`src/rtl/clkmx_pkg.sv`:
```
package clkmx_pkg;

  // Source select codes (2 bits per bank)
  typedef enum logic [1:0] {
    SRC_REF  = 2'd0,
    SRC_SYN1 = 2'd1,
    SRC_SYN2 = 2'd2,
    SRC_SYN3 = 2'd3
  } src_code_e;

  // Divider degenerates to a plain copy when bypassed or when N < 2
  function automatic logic pass_through(logic bypass, int unsigned div_n);
    return bypass || (div_n < 2);
  endfunction

  // Number of source periods the divided output stays high
  function automatic int unsigned high_span(int unsigned div_n);
    return div_n >> 1;
  endfunction

  // True when the edge at this phase closes the current output period
  function automatic logic period_end(int unsigned phase, int unsigned div_n);
    return (phase + 1) >= div_n;
  endfunction

endpackage

```
`src/rtl/clkmx_src_mux.sv`:
```
module clkmx_src_mux #(
  parameter int NSRC  = 4,
  parameter int SEL_W = 2
) (
  input  logic [NSRC-1:0]  srcs,
  input  logic [SEL_W-1:0] sel,
  output logic             routed
);
  always_comb begin
    routed = 1'b0;
    for (int i = 0; i < NSRC; i++) begin
      if (sel == SEL_W'(i)) routed = srcs[i];
    end
  end
endmodule

```
`src/rtl/clkmx_post_div.sv`:
```
module clkmx_post_div
  import clkmx_pkg::*;
#(
  parameter int DIV_W = 10
) (
  input  logic             clk,
  input  logic             rst_n,
  input  logic             src,
  input  logic [DIV_W-1:0] div_a,
  input  logic [DIV_W-1:0] div_b,
  input  logic             pick,
  input  logic             bypass,
  output logic             q
);
  logic             src_d;
  logic             adv;        // rising edge of routed source seen this cycle
  logic             pass_mode;  // divider acts as a copy
  logic             wrap;       // this edge ends the output period
  logic             act_pick;   // divide value in force for the current period
  logic [DIV_W-1:0] div_n;
  logic [DIV_W-1:0] ph;

  assign div_n     = act_pick ? div_b : div_a;
  assign adv       = src & ~src_d;
  assign pass_mode = pass_through(bypass, 32'(div_n));
  assign wrap      = period_end(32'(ph), 32'(div_n));

  always_ff @(posedge clk or negedge rst_n) begin
    if (!rst_n) begin
      src_d    <= 1'b0;
      q        <= 1'b0;
      ph       <= '0;
      act_pick <= 1'b0;
    end else begin
      src_d <= src;
      if (pass_mode) begin
        q  <= src;
        ph <= '0;
      end else if (adv) begin
        q  <= (32'(ph) < high_span(32'(div_n)));
        ph <= wrap ? '0 : ph + DIV_W'(1);
      end
      // the pick is only sampled between periods
      if (pass_mode || (ph == '0 && !adv)) act_pick <= pick;
    end
  end

  // phase only moves on a source rising edge
  p_phase_hold_r4: assert property (@(posedge clk) disable iff (!rst_n)
    (!adv && !pass_mode) |=> $stable(ph));

  // each output period opens with its high phase
  p_period_start_high_r4: assert property (@(posedge clk) disable iff (!rst_n)
    (!pass_mode && adv && ph == '0) |=> q);

  // selection locked while a period is in progress
  p_pick_locked_r8: assert property (@(posedge clk) disable iff (!rst_n)
    (!pass_mode && (ph != '0 || adv)) |=> $stable(act_pick));

  // copy mode follows the source one cycle later
  p_pass_copy_r5: assert property (@(posedge clk) disable iff (!rst_n)
    pass_mode |=> (q == $past(src)));

endmodule

```
`src/rtl/clkmx_out_stage.sv`:
```
module clkmx_out_stage (
  input  logic core,
  input  logic en,
  input  logic inv,
  output logic pin
);
  always_comb begin
    pin = (core & en) ^ inv;
    // disabled output rests at its inversion level
    p_dis_level_r9: assert (en || (pin == inv));
  end
endmodule

```
`src/rtl/clkmx_route_top.sv`:
```
module clkmx_route_top #(
  parameter int NUM_SYNTH = 3,
  parameter int NUM_BANKS = 5,
  parameter int DIV_W     = 10,
  localparam int NSRC     = NUM_SYNTH + 1,
  localparam int SEL_W    = $clog2(NSRC),
  localparam int NDIV     = NUM_BANKS - 1
) (
  input  logic                       clk,
  input  logic                       rst_n,
  input  logic                       ref_clk_i,
  input  logic [NUM_SYNTH-1:0]       synth_clk_i,
  input  logic [NUM_BANKS*SEL_W-1:0] route_sel_i,
  input  logic [NDIV*DIV_W-1:0]      div_a_i,
  input  logic [NDIV*DIV_W-1:0]      div_b_i,
  input  logic [NDIV-1:0]            div_pick_i,
  input  logic [NDIV-1:0]            div_bypass_i,
  input  logic [NUM_BANKS-1:0]       out_inv_i,
  input  logic [NUM_BANKS-1:0]       out_en_i,
  output logic [NUM_BANKS-1:0]       bank_o
);
  logic [NSRC-1:0]      srcs;
  logic [NUM_BANKS-1:0] routed;

  assign srcs = {synth_clk_i, ref_clk_i};

  for (genvar b = 0; b < NUM_BANKS; b++) begin : g_bank
    logic lane_q;

    clkmx_src_mux #(.NSRC(NSRC), .SEL_W(SEL_W)) u_mux (
      .srcs   (srcs),
      .sel    (route_sel_i[b*SEL_W +: SEL_W]),
      .routed (routed[b])
    );

    if (b == 0) begin : g_plain
      // first bank has no divider, one register stage only
      always_ff @(posedge clk or negedge rst_n) begin
        if (!rst_n) lane_q <= 1'b0;
        else        lane_q <= routed[b];
      end

      p_bank1_follow_r3: assert property (@(posedge clk) disable iff (!rst_n)
        rst_n |=> (lane_q == $past(routed[b])));
    end else begin : g_div
      clkmx_post_div #(.DIV_W(DIV_W)) u_div (
        .clk    (clk),
        .rst_n  (rst_n),
        .src    (routed[b]),
        .div_a  (div_a_i[(b-1)*DIV_W +: DIV_W]),
        .div_b  (div_b_i[(b-1)*DIV_W +: DIV_W]),
        .pick   (div_pick_i[b-1]),
        .bypass (div_bypass_i[b-1]),
        .q      (lane_q)
      );
    end

    clkmx_out_stage u_out (
      .core (lane_q),
      .en   (out_en_i[b]),
      .inv  (out_inv_i[b]),
      .pin  (bank_o[b])
    );
  end

endmodule

```
`config.mk`:
```
export PLATFORM = sky130hd
export DESIGN_NAME = clkmx_route_top
export DESIGN_NICKNAME = d
export VERILOG_FILES = /design/src/rtl/clkmx_pkg.sv /design/src/rtl/clkmx_src_mux.sv /design/src/rtl/clkmx_post_div.sv /design/src/rtl/clkmx_out_stage.sv /design/src/rtl/clkmx_route_top.sv
export SDC_FILE = /design/constraint.sdc
export NUM_CORES = 1
export LEC_CHECK = 0
export ABC_AREA = 1
export BUFFER_PORTS_ARGS = -buffer_cell sky130_fd_sc_hd__buf_2
export CORE_MARGIN = 2
export CORE_UTILIZATION = 57
export CTS_CLUSTER_SIZE = 8
export DETAILED_ROUTE_END_ITERATION = 10
export PLACE_DENSITY = 0.82
export SETUP_SLACK_MARGIN = 0.5
export SYNTH_ARGS = -nofsm -noshare
export SYNTH_HDL_FRONTEND = slang
export SYNTH_SLANG_ARGS = --single-unit
```
`constraint.sdc`:
```
create_clock -name clk -period 2.6 [get_ports clk]
set_input_delay 0.39 -clock clk [delete_from_list [all_inputs] [get_ports clk]]
set_output_delay 0.39 -clock clk [all_outputs]
set_load 0.005 [all_outputs]
```
==> impl_metrics.py <==
metrics = {
    "outcome": {
        "status": "finished, final reports clean",
    },
    "power": {
        "p_leak_nw": 4.77,
        "powerDensity_nw_per_um2": 306,
        "p_total_mw": 2.55,
        "peakVddDrop_uv": 323,
    },
    "grt": {
        "grt.total_usage": 0.291,
        "antenna_found_initial": 0,
        "grt_overflow": 0,
        "grt_pass1_vias": 6103,
        "grt_pass1_wl_um": 27100,
        "grt_max_degree": 54,
    },
    "critical_path": {
        "cpMostUsedCell": "nand2_2",
        "cp.arrival_ps": 2660,
        "slowest_stage": "dfrtp_2",
        "cp-start-kind": "register",
        "r2r-start": "g_bank[2].g_div.u_div.ph[0]",
        "r2r_cells": 13,
        "cp.required_ps": 2850,
        "crit_chain": "nand3_4 -> nor2_4 -> nand2_2 -> o21ai_2 -> o21ai_1 -> inv_2 -> ha_4 -> a21oi_2 -> o21a_1 -> nand2_2 -> a21oi_4 -> nand3_2 -> nand2_1",
        "cpPeakStageDelay_ps": 460,
        "r2r_slack_ps": 190,
        "path_class": "register to register",
        "critPathBufInv": 1,
        "regToRegEndpoint": "g_bank[2].g_div.u_div.ph[5]",
        "end_kind": "register",
        "crit_fanout": 5,
        "cpLargestDelayFamily": "compound AO/OA/AOI/OAI gates",
    },
    "flow_run": {
        "cap_violations": 0,
    },
    "cells_and_area": {
        "finalInstanceArea_sq_um": 8340,
        "diodes": 0,
        "seqCellArea_sq_um": 1360,
        "finish.utilization": 0.819,
        "finalNonFillerCells": 1268,
        "fill_cells": 641,
        "area_growth_pct": 41.2,
        "drive_gt1_frac": 0.355,
        "fin_nets": 1325,
        "multi_input_area_sq_um": 4830,
    },
    "synthesis": {
        "synth_edf_count": 0,
        "netlist_top_cells_count": "331 x nand2_1, 146 x inv_1, 100 x nand3_1",
        "ys_types": 35,
        "synthCells": 929,
        "synth.avg_cell_area_sq_um": 6.36,
        "ys.flop_type": "dfrtp_1",
        "synth_top_cell_by_area": "dfrtp_1",
        "post-synth-top-count-cell": "nand2_1",
        "ys_seq_area_frac": 0.225,
        "yosysTopAreaCellShare": 0.225,
        "yosysWarnings": 0,
        "async_flop_share": 1.00,
        "synth_area_leaders": "dfrtp_1 22%, nand2_1 21%, ha_1 17%, inv_1 9.3%, nand3_1 8.5%",
        "syn_nets": 1123,
        "syn_area_sq_um": 5900,
        "synth_seq_cells": 53,
    },
    "sta": {
        "hold_slack_ps": 184,
        "finalSetupTns_ps": 0,
        "worst_pin_slew_ps": 701,
        "maxSlewHeadroom": 0.533,
        "slew_violations": 0,
        "period_share": 0.926,
        "period_needed_ps": 2410,
        "clock.fmax_mhz": 415,
        "fin_skew_ps": 13.8,
        "rsz0062_at_grt": "true",
        "final_hold_viol_count": 0,
        "setup_violations": 0,
        "fin_ws_ps": 192,
    },
    "floorplanning": {
        "start_util": 0.580,
        "rows": 37,
        "io_pins": 119,
        "coreArea_sq_um": 10200,
        "dieHeight_um": 106,
        "dieWidth_um": 106,
        "die-area_sq_um": 11200,
    },
    "placement": {
        "placed_cell_area_sq_um": 6630,
        "dp.final_hpwl_um": 11300,
        "gp_congestion": 0.981,
        "port_buffers": 118,
        "pre_cts_slack_ps": 206,
        "dpl.cell_count": 1177,
    },
    "cts": {
        "cts.clk_slew.worst_paths_ps": 100,
        "cts_inserted_buffers": 5,
        "cts_buffer_depth": 2,
        "cts_sinks": 53,
        "clock_latency_ps": 320,
        "cts_root_buf": "clkbuf_8",
        "tritoncts": "yes",
        "cts_max_level": 2,
    },
    "routing": {
        "drtPass1Iterations": 7,
        "drc": 0,
        "ant_nets": 0,
        "drt_wl_total_um": 20500,
        "dr_total_vias": 7151,
        "drt_first_iter_violations": 561,
        "routed_via_density": 5.64,
        "wl_per_cell_um": 16.2,
    },
    "worst_hold_path": {
        "hp-class": "input pin to asynchronous set/reset pin",
    },
}
## kinds of logic (layout without fill, tap and decap cells)
kind of cell | count (synthesis) | count (layout) | share of synthesized area
buffers and inverters | 164 | 362 | 0.114
DFF | 53 | 53 | 0.225
adders and majority gates | 80 | 80 | 0.170
xor gates and xnor gates | 28 | 28 | 0.0415
AOI/OAI and AO/OA | 75 | 76 | 0.0720
and+or+nand+nor | 529 | 533 | 0.378
## what timing repair did
item | CTS | global route
resized for setup | 71 | 157
hold buffers | 0 | 0
pin swaps | 26 | 90
cloned | 5 | 0
setup buffers | 36 | 42
endpoints found under the setup margin | 42 | 44
## worst max path at each step
stage,depth (start not counted),slack [ps],to,startpoint
finish,13,190,g_bank[2].g_div.u_div.ph[5],g_bank[2].g_div.u_div.ph[0]
global route,13,140,g_bank[2].g_div.u_div.ph[2],g_bank[2].g_div.u_div.ph[0]
CTS,11,410,g_bank[2].g_div.u_div.ph[0],g_bank[2].g_div.u_div.ph[0]
detailed placement,12,210,g_bank[4].g_div.u_div.ph[7],g_bank[4].g_div.u_div.ph[0]
global placement,13,280,g_bank[3].g_div.u_div.ph[4],g_bank[3].g_div.u_div.ph[2]
floorplan,12,530,g_bank[4].g_div.u_div.ph[0],g_bank[4].g_div.u_div.ph[0]
## state kept, by name, indices dropped and copies added (netlist names)
register,count
g_bank.g_div.u_div.ph,40
g_bank.lane_q,1
g_bank.g_div.u_div.src_d,4
g_bank.g_div.u_div.q,4
g_bank.g_div.u_div.act_pick,4
## placed cells by master (no fill, tap or decap), drive strengths merged, types with 2 or more instances in the layout
cell    netlist  routed
nor2b         5       6
nand4        14      14
xnor2         6       6
nor3b         2       2
or2           5       5
a21oi        36      37
ha           80      80
o21ai        29      29
nor3          8       8
inv         146     146
buf          16     207
o211ai        2       2
nand2       333     335
o21a          3       3
nand3       101     101
o21bai        3       3
clkbuf        2       7
xor2         22      22
dfrtp        53      53
nor2         58      59
## layout make-up
cell class                 instances  area share
clock buffer                       6     0.00990
clock inverter                     2     0.00450
inverter                         146      0.0660
multi-input combinational        717       0.580
sequential                        53       0.163
tap                              136      0.0204
timing repair buffer             208       0.157
## per-layer routing
| layer | wire length, um | up-vias | share of wire | track usage |
|---|---|---|---|---|
| met5 | 0 | - | 0 | 0 |
| met2 | 10000 | 435 | 0.49 | 0.516 |
| met4 | 1100 | 0 | 0.053 | 0.0921 |
| met1 | 7640 | 3246 | 0.37 | 0.370 |
| li1 | - | 3349 | - | - |
| met3 | 1790 | 121 | 0.087 | 0.0303 |
## report_power, final
part	switching, mW	internal, mW	total, mW
logic	0.614	0.407	1.02
registers	0.0446	0.862	0.906
clock network	0.309	0.314	0.623
total	0.968	1.58	2.55
Note: power is estimated with default switching activity, not from simulation.
